[src/rtl/sra_carry_pkg.sv]
package sra_carry_pkg;
  localparam int unsigned XLEN = 32;
  localparam int unsigned CNT_W = $clog2(XLEN);

  typedef struct packed {
    logic lt;
    logic gt;
    logic eq;
    logic so;
  } cond_t;

  // Arithmetic right shift by cnt.
  function automatic logic [XLEN-1:0] asr(input logic [XLEN-1:0] v,
                                          input logic [CNT_W-1:0] cnt);
    return $unsigned($signed(v) >>> cnt);
  endfunction

  // Mask that selects the low cnt bits, which are the ones discarded.
  function automatic logic [XLEN-1:0] lost_mask(input logic [CNT_W-1:0] cnt);
    logic [XLEN-1:0] m;
    for (int i = 0; i < XLEN; i++) m[i] = (i < int'(cnt));
    return m;
  endfunction

  // Signed comparison of v with zero, plus the copied summary-overflow bit.
  function automatic cond_t compare0(input logic [XLEN-1:0] v, input logic so);
    cond_t c;
    c.lt = v[XLEN-1];
    c.eq = (v == '0);
    c.gt = !v[XLEN-1] && (v != '0);
    c.so = so;
    return c;
  endfunction
endpackage

[src/rtl/sra_shift_core.sv]
module sra_shift_core
  import sra_carry_pkg::*;
(
  input  logic [XLEN-1:0] src,
  input  logic [XLEN-1:0] amt,
  output logic [XLEN-1:0] shifted,
  output logic            lost_one,
  output logic            full_fill
);
  logic [CNT_W-1:0] cnt;
  logic [XLEN-1:0]  sign_word;

  assign cnt       = amt[CNT_W-1:0];
  assign full_fill = amt[CNT_W];
  assign sign_word = {XLEN{src[XLEN-1]}};

  always_comb begin
    if (full_fill) begin
      shifted  = sign_word;
      lost_one = |src;
    end else begin
      shifted  = asr(src, cnt);
      lost_one = |(src & lost_mask(cnt));
    end
  end

  // with full fill, the result is all copies of the sign bit
  always_comb a_r2_full_fill: assert (!full_fill || shifted == sign_word);
  // a zero count leaves the source unchanged
  always_comb a_r4_zero_count:
    assert (full_fill || cnt != '0 || (shifted == src && !lost_one));
endmodule

[src/rtl/sra_cond_gen.sv]
module sra_cond_gen
  import sra_carry_pkg::*;
(
  input  logic [XLEN-1:0] value,
  input  logic            so,
  output cond_t           cond
);
  assign cond = compare0(value, so);
  // exactly one of LT, GT and EQ is set
  always_comb a_r6_one_relation: assert ($onehot({cond.lt, cond.gt, cond.eq}));
endmodule

[src/rtl/sra_carry_unit.sv]
module sra_carry_unit
  import sra_carry_pkg::*;
(
  input  logic        clk,
  input  logic        rst,
  input  logic        in_valid,
  input  logic [31:0] src_word,
  input  logic [31:0] amt_word,
  input  logic        rec_en,
  input  logic        so_in,
  output logic        out_valid,
  output logic [31:0] result,
  output logic        carry,
  output logic [3:0]  cond,
  output logic        cond_wr
);
  logic [XLEN-1:0] shifted;
  logic            lost_one, full_fill, carry_next, cond_load;
  cond_t           cond_next, cond_q;

  sra_shift_core u_core (
    .src(src_word), .amt(amt_word), .shifted(shifted),
    .lost_one(lost_one), .full_fill(full_fill)
  );

  sra_cond_gen u_cond (.value(shifted), .so(so_in), .cond(cond_next));

  assign carry_next = src_word[XLEN-1] & lost_one;
  assign cond_load  = in_valid & rec_en;

  always_ff @(posedge clk) begin
    if (rst) begin
      out_valid <= 1'b0;
      carry     <= 1'b0;
      cond_q    <= '0;
      cond_wr   <= 1'b0;
      result    <= '0;
    end else begin
      out_valid <= in_valid;
      cond_wr   <= cond_load;
      if (in_valid) begin
        result <= shifted;
        carry  <= carry_next;
      end
      if (cond_load) cond_q <= cond_next;
    end
  end

  assign cond = cond_q;

  // carry is never set from a non-negative source
  always_comb a_r3_carry_sign: assert (!carry_next || src_word[XLEN-1]);
  // without record, the condition field is held
  a_r7_cond_hold: assert property (@(posedge clk) disable iff (rst)
    !cond_load |=> $stable(cond));
  // valid-out follows valid-in by one cycle
  a_r8_latency: assert property (@(posedge clk) disable iff (rst)
    in_valid |=> out_valid);
  // the update strobe appears only with valid-out
  a_r6_strobe: assert property (@(posedge clk) disable iff (rst)
    cond_wr |-> out_valid);
  // after reset, valid-out and carry are clear
  a_r9_reset: assert property (@(posedge clk) rst |=> (!out_valid && !carry && cond == 4'd0));
endmodule

[config.mk]
export PLATFORM = sky130hd
export DESIGN_NAME = sra_carry_unit
export DESIGN_NICKNAME = d
export VERILOG_FILES = /design/src/rtl/sra_carry_pkg.sv /design/src/rtl/sra_shift_core.sv /design/src/rtl/sra_cond_gen.sv /design/src/rtl/sra_carry_unit.sv
export SDC_FILE = /design/constraint.sdc
export NUM_CORES = 1
export LEC_CHECK = 0
export ABC_CLOCK_PERIOD_IN_PS = 2300
export BUFFER_PORTS_ARGS = -buffer_cell sky130_fd_sc_hd__buf_4
export CAP_MARGIN = 20
export CORE_ASPECT_RATIO = 0.5
export CORE_MARGIN = 2
export CORE_UTILIZATION = 25
export CTS_CLUSTER_SIZE = 10
export DETAILED_ROUTE_END_ITERATION = 8
export HOLD_SLACK_MARGIN = 0.12
export PLACE_DENSITY = 0.42
export SETUP_SLACK_MARGIN = 0.5
export SLEW_MARGIN = 20
export SYNTH_ARGS = -nofsm -noshare
export SYNTH_HDL_FRONTEND = slang
export SYNTH_SLANG_ARGS = --single-unit
[constraint.sdc]
create_clock -name clk -period 2.3 [get_ports clk]
set_clock_uncertainty 0.1 [all_clocks]
set_input_delay 0.23 -clock clk [delete_from_list [all_inputs] [get_ports clk]]
set_output_delay 0.23 -clock clk [all_outputs]
set_load 0.02 [all_outputs]
## Word-level counts from Yosys, hierarchy flattened

Cells that the tools add are included.

- Bitwise gates (word level): 3
- Mux-type cells: 2
- Magnitude comparators: 31
- Reductions and logical operators: 6
- Shift-type cells: 1

Operators with widths:

| operator | number |
|---|---|
| less-than comparator 5 bit, first input constant | 15 |
| OR reduction 32 bit | 2 |
| less-than comparator 4 x 5 -> 1 bit, first input constant | 8 |
| bitwise AND 32 x 31 -> 32 bit | 1 |
| zero test 32 bit | 1 |
| two-way mux 32 bit | 1 |
| nonzero test 32 bit | 1 |
| >>> shifter 32 x 5 -> 32 bit | 1 |
| less-than comparator 3 x 5 -> 1 bit, first input constant | 4 |
| less-than comparator 1 x 5 -> 1 bit, first input constant | 2 |
| less-than comparator 2 x 5 -> 1 bit, first input constant | 2 |
| bitwise AND 1 bit | 2 |
| logical AND 1 bit | 1 |
| zero test 1 bit | 1 |
| two-way mux 1 bit | 1 |

- Output and inout port bits: 39
- Input bits: 69
- Word-level logic and storage cells: 51
- Bits in registers: 39

## Depth between registers and ports, before layout

- Depth after elaboration: 5
- Depth in mapped cells: 12
- Depth with buffers taken out: 7

## By module

From an unflattened synthesis, not the netlist that was laid out.

- Cells, all modules: 452
- Area, all modules: 3621.0 um^2

By module, submodules not included:

| module | cells an instance | area an instance (um^2) | instances |
|---|---|---|---|
| sra_shift_core | 308 | 2097.0 | 1 |
| sra_carry_unit | 130 | 1426.4 | 1 |
| sra_cond_gen | 14 | 97.6 | 1 |

## Worst setup path after synthesis

OpenSTA, ideal clock, no wires.

- Path type: in2reg
- Start point: in amt_word[0]
- End point: reg cond_q (netlist bit cond[1])
- Stages: 10
- Buffers on the path: 4
- Data required time: 2.140 ns
- Library setup time: 0.060 ns
- Data arrival time: 2.223 ns
- Slack: -0.083 ns
- Path through: buf_2 > buf_6 > buf_2 > buf_1 > mux2i_1 > o21ai_0 > a221oi_1 > nand3_1 > nor4b_2 > a41o_1

- Longest elaborated chain between the ends: 3

RTL lines:

| item | RTL line | text |
|---|---|---|
| from (decl) | sra_carry_unit.sv:8 | `input logic [31:0] amt_word,` |
| >>> shifter 32 x 5 -> 32 bit | sra_carry_pkg.sv:15 | `return $unsigned($signed(v) >>> cnt);` |
| two-way mux 32 bit | sra_shift_core.sv:18 | `if (full_fill) begin` |
| zero test 32 bit | sra_carry_pkg.sv:29 | `c.eq = (v == '0);` |
| to (signal assigned) | sra_carry_unit.sv:45 | `if (cond_load) cond_q <= cond_next;` |
| to (decl) | sra_carry_unit.sv:19 | `cond_t cond_next, cond_q;` |

Every way passes these cells.
A chain may end at the register's enable or synchronous reset.

## Worst setup path in the final report

- Start point: in amt_word[0]
- End point: reg carry

- Longest elaborated chain between the ends: 5

RTL lines:

| item | RTL line | text |
|---|---|---|
| less-than comparator 1 x 5 -> 1 bit, or another cell as far along | sra_carry_pkg.sv:21 | `for (int i = 0; i < XLEN; i++) m[i] = (i < int'(cnt));` |
| bitwise AND 32 x 31 -> 32 bit (*) | sra_shift_core.sv:23 | `lost_one = \|(src & lost_mask(cnt));` |
| OR reduction 32 bit (*) | sra_shift_core.sv:23 |  |
| two-way mux 1 bit (*) | sra_shift_core.sv:18 |  |
| bitwise AND 1 bit (*) | sra_carry_unit.sv:28 | `assign carry_next = src_word[XLEN-1] & lost_one;` |
| to (signal assigned) | sra_carry_unit.sv:43 | `carry <= carry_next;` |
| to (decl) | sra_carry_unit.sv:13 | `output logic carry,` |

Mark *: on every way between the ends. The rest lies on a longest branch, timed or not.

==> reports/qor.yml <==
start_util_pct: 25.9
gr-total-overflow: 0
path_cells: "buf_12 > or3b_4 > a21o_1 > a2111o_1 > a221oi_2 > a21oi_1 > a211oi_4 > buf_4 > o31ai_1"
synth-edff-count: 0
yosysWarnings: 0
synth.ff_latch_count: 39
worstPathMaxFanout: 5
status: "finished, final reports clean"
p_per_area_nw_per_um2: 419
grtUsageMet3_pct: 2.56
reg2reg_from: "result[0]"
pwr-share-comb_pct: 52.3
dp_hpwl_um: 13900
clockPowerShare_pct: 22.7
firstDrtPassIters: 5
criticalPathCategory: "primary input to register"
dieArea_um2: 17200
use_met1_pct: 33.1
use_met2_pct: 29.8
hold_class: "primary input to register"
path_clk_slew_ns: 0.05
setup_violations: 0
r2r_end: "result[0]"
whs_path_depth: 3
period_minus_slack_ns: 2.26
r2r_slack_ns: 1.42
final.setup.tns_ns: 0
clkLatencyLatePin_ns: 0.28
dieHeight_um: 93.9
slew_headroom_pct: 66.5
max_slew.worst_pin.slew_ns: 0.499
layout-drive-gt1-share_pct: 57.9
place_congestion: 0.903
wl_per_cell_um: 20.0
synth_seq_area_share_pct: 19.3
worst-r2r-cell-count: 3
period_share_pct: 98.3
fmax_mhz: 442
p_int_mw: 1.94
cts_root_buf: "clkbuf_16"
synth.avg_cell_area_um2: 8.31
drtAntennaViolNets: 0
ys_types: 73
grt_pass1_wl_um: 27700
hold_viol_final: 0
vias: 4985
critical-path-max-stage-delay_ns: 0.43
power.switching_mw: 1.05
numCtsBuffers: 5
drv_slew: 0
dr.first_iter.drc_count: 273
io_pins: 108
cts_tree: "done"
coreArea_um2: 15600
seqPwrFrac_pct: 25.1
startpoint_type: "primary input"
worstPathArrival_ns: 2.31
grt_pass1_vias: 4817
num_rows: 32
p_leak_nw: 3.00
critPathRequiredTime_ns: 2.35
grt_usage_pct: 21.0
hold_start: "so_in"
num-nets-final: 786
dieWidth_um: 184
syn_area_um2: 4040
cts.sinks: 39
antennaDiodeCount: 0
drt_wl_total_um: 18400
antenna_found_initial: 0
slowest_stage: "or3b_4"
ir_drop_v: 0.000253
area_growth_pct: 77.0
syn-num-nets: 555
ys.flop_type: "dfxtp_1"
min_to: "cond[0]"
clockBufferDepth: 2
swShare_pct: 35.1
rsz0062_at_grt: "yes"
async_reset_ff_share_pct: 0
portBuffers: 81
cts_hold_buf: 0
routed_via_density: 5.41
drcViolationCount: 0
drv_cap: 0
finalPower_mw: 3.00
synth_cells: 486
top_usage_layer: "met1"
grt_max_degree: 37
filler_cell_count: 1546
endpoint_kind: "register"
htreeDepth: 2
==> synth_stat cells, types with 3 or more instances <==
master    count  share of area (%)
nand4_1       4               0.62
o221ai_1      3               0.65
mux2_2       16                4.5
o21ai_1       5               0.62
mux2i_1      41                 10
o21ai_0      22                2.7
a31oi_1       7                1.1
or3_1         3               0.46
nand2_1      31                2.9
nor2b_1       5               0.77
buf_6         5                1.4
clkbuf_1     14                1.3
o31a_1        6                1.3
o32ai_1       3               0.65
a22oi_1       4               0.74
inv_1         7               0.65
nor2_1       59                5.5
a21oi_1      34                4.2
or2_2         4               0.62
and3_1        3               0.46
a211oi_1      9                1.7
nor3_1       15                1.9
a221oi_1      6                1.3
o22ai_1      10                1.5
a21o_1        3               0.56
nand2b_1     13                2.0
buf_2        16                2.0
mux4_2       20                 11
or4_1         3               0.56
buf_1         5               0.46
dfxtp_1      39                 19
mux2_4        3                1.1
o211ai_1      7                1.3
nand3_1      13                1.6
==> layout by cell type, fill, tap and decap left out, drive strengths merged, types with 4 or more instances in the layout <==
| cell type | count |
|---|---|
| mux2i | 41 |
| a21oi | 34 |
| o22ai | 11 |
| nand3 | 13 |
| mux2 | 20 |
| buf | 265 |
| nand2 | 31 |
| o211ai | 8 |
| o21ai | 27 |
| nand2b | 13 |
| a22oi | 4 |
| or2 | 4 |
| a211oi | 9 |
| o31a | 6 |
| clkbuf | 7 |
| inv | 6 |
| a221oi | 7 |
| nor2 | 59 |
| nor2b | 5 |
| nand4 | 4 |
| mux4 | 22 |
| a31oi | 7 |
| dfxtp | 39 |
| nor3 | 15 |
==> how the worst max path moves through the flow <==
stage	slack [ns]	cells past startpoint	startpoint	end
6_report	0.04	9	amt_word[0]	carry
5_1_grt	0.0007	8	amt_word[1]	cond[1]
4_1_cts	-0.02	9	amt_word[0]	carry
3_5_place_dp	-0.75	9	amt_word[1]	cond[2]
3_3_place_gp	-0.84	9	amt_word[1]	cond[2]
2_1_floorplan	0.04	8	amt_word[1]	cond[1]
==> worst max-delay path, delay by kind of cell <==
| family | cells | cell delay (ns) |
|---|---|---|
| AO/OA/AOI/OAI | 6 | 1.36 |
| buffers and inverters | 2 | 0.28 |
| AND/OR/NAND/NOR | 1 | 0.43 |
==> per-stage QoR <==
step	instance area [um^2]	cells	hold slack (ns)	utilization, %	worst slack (ns)
final	7150	921	0.139	45.8	0.0395
after floorplan	4130	486	0.293	-	0.0382
after detailed placement	5880	886	0.364	37.7	-0.753
after CTS	6730	909	0.134	43.1	-0.0181
after global routing	7150	921	0.153	45.8	0.000665
after global placement	5880	886	0.348	37.7	-0.839
==> logic make-up (layout without fill, tap and decap cells) <==
kind of cell	Yosys count	after routing	synth area share [%]
AND/OR/NAND/NOR	164	164	19.7
flip-flops	39	39	19.3
multiplexers	83	83	28.5
AO/OA/AOI/OAI	148	148	25.7
buffers and inverters	52	283	6.75
==> power by group through the flow <==
stage          logic, mW  registers (mW)  clock network (mW)
3_3_place_gp        1.23           0.765                   0
6_report            1.57           0.751               0.680
5_1_grt             1.66           0.757               0.723
4_1_cts             1.43           0.751               0.694
3_5_place_dp        1.23           0.766                   0
2_1_floorplan      0.567           0.819                   0
==> flip-flops by register name, indices dropped and copies added, names as in the netlist <==
name	flops
carry	1
cond	4
cond_wr	1
out_valid	1
result	32
==> final cells by class <==
cell class / count / area [um^2] / area share, %
Tap cell: 204 / 255 / 3.57
Multi-Input combinational cell: 395 / 3650 / 51.0
Sequential cell: 39 / 781 / 10.9
Timing Repair Buffer: 266 / 2280 / 31.8
Clock inverter: 1 / 5.00 / 0.0700
Clock buffer: 6 / 139 / 1.94
Inverter: 10 / 45.0 / 0.630
==> metal layers <==
layer / part of all wire [%] / vias up
met1: 52 / 2423
met4: 1.3 / 0
li1: - / 2353
met2: 41 / 185
met3: 5.3 / 24
met5: 0 / -
==> repair_timing <==
action | 4_1_cts | 5_1_grt
cloned | 2 | 1
pin swaps | 27 | 28
endpoints found under the setup margin | 32 | 30
resized for setup | 109 | 71
setup buffers | 14 | 11
Power figures use the tool's default switching activity.
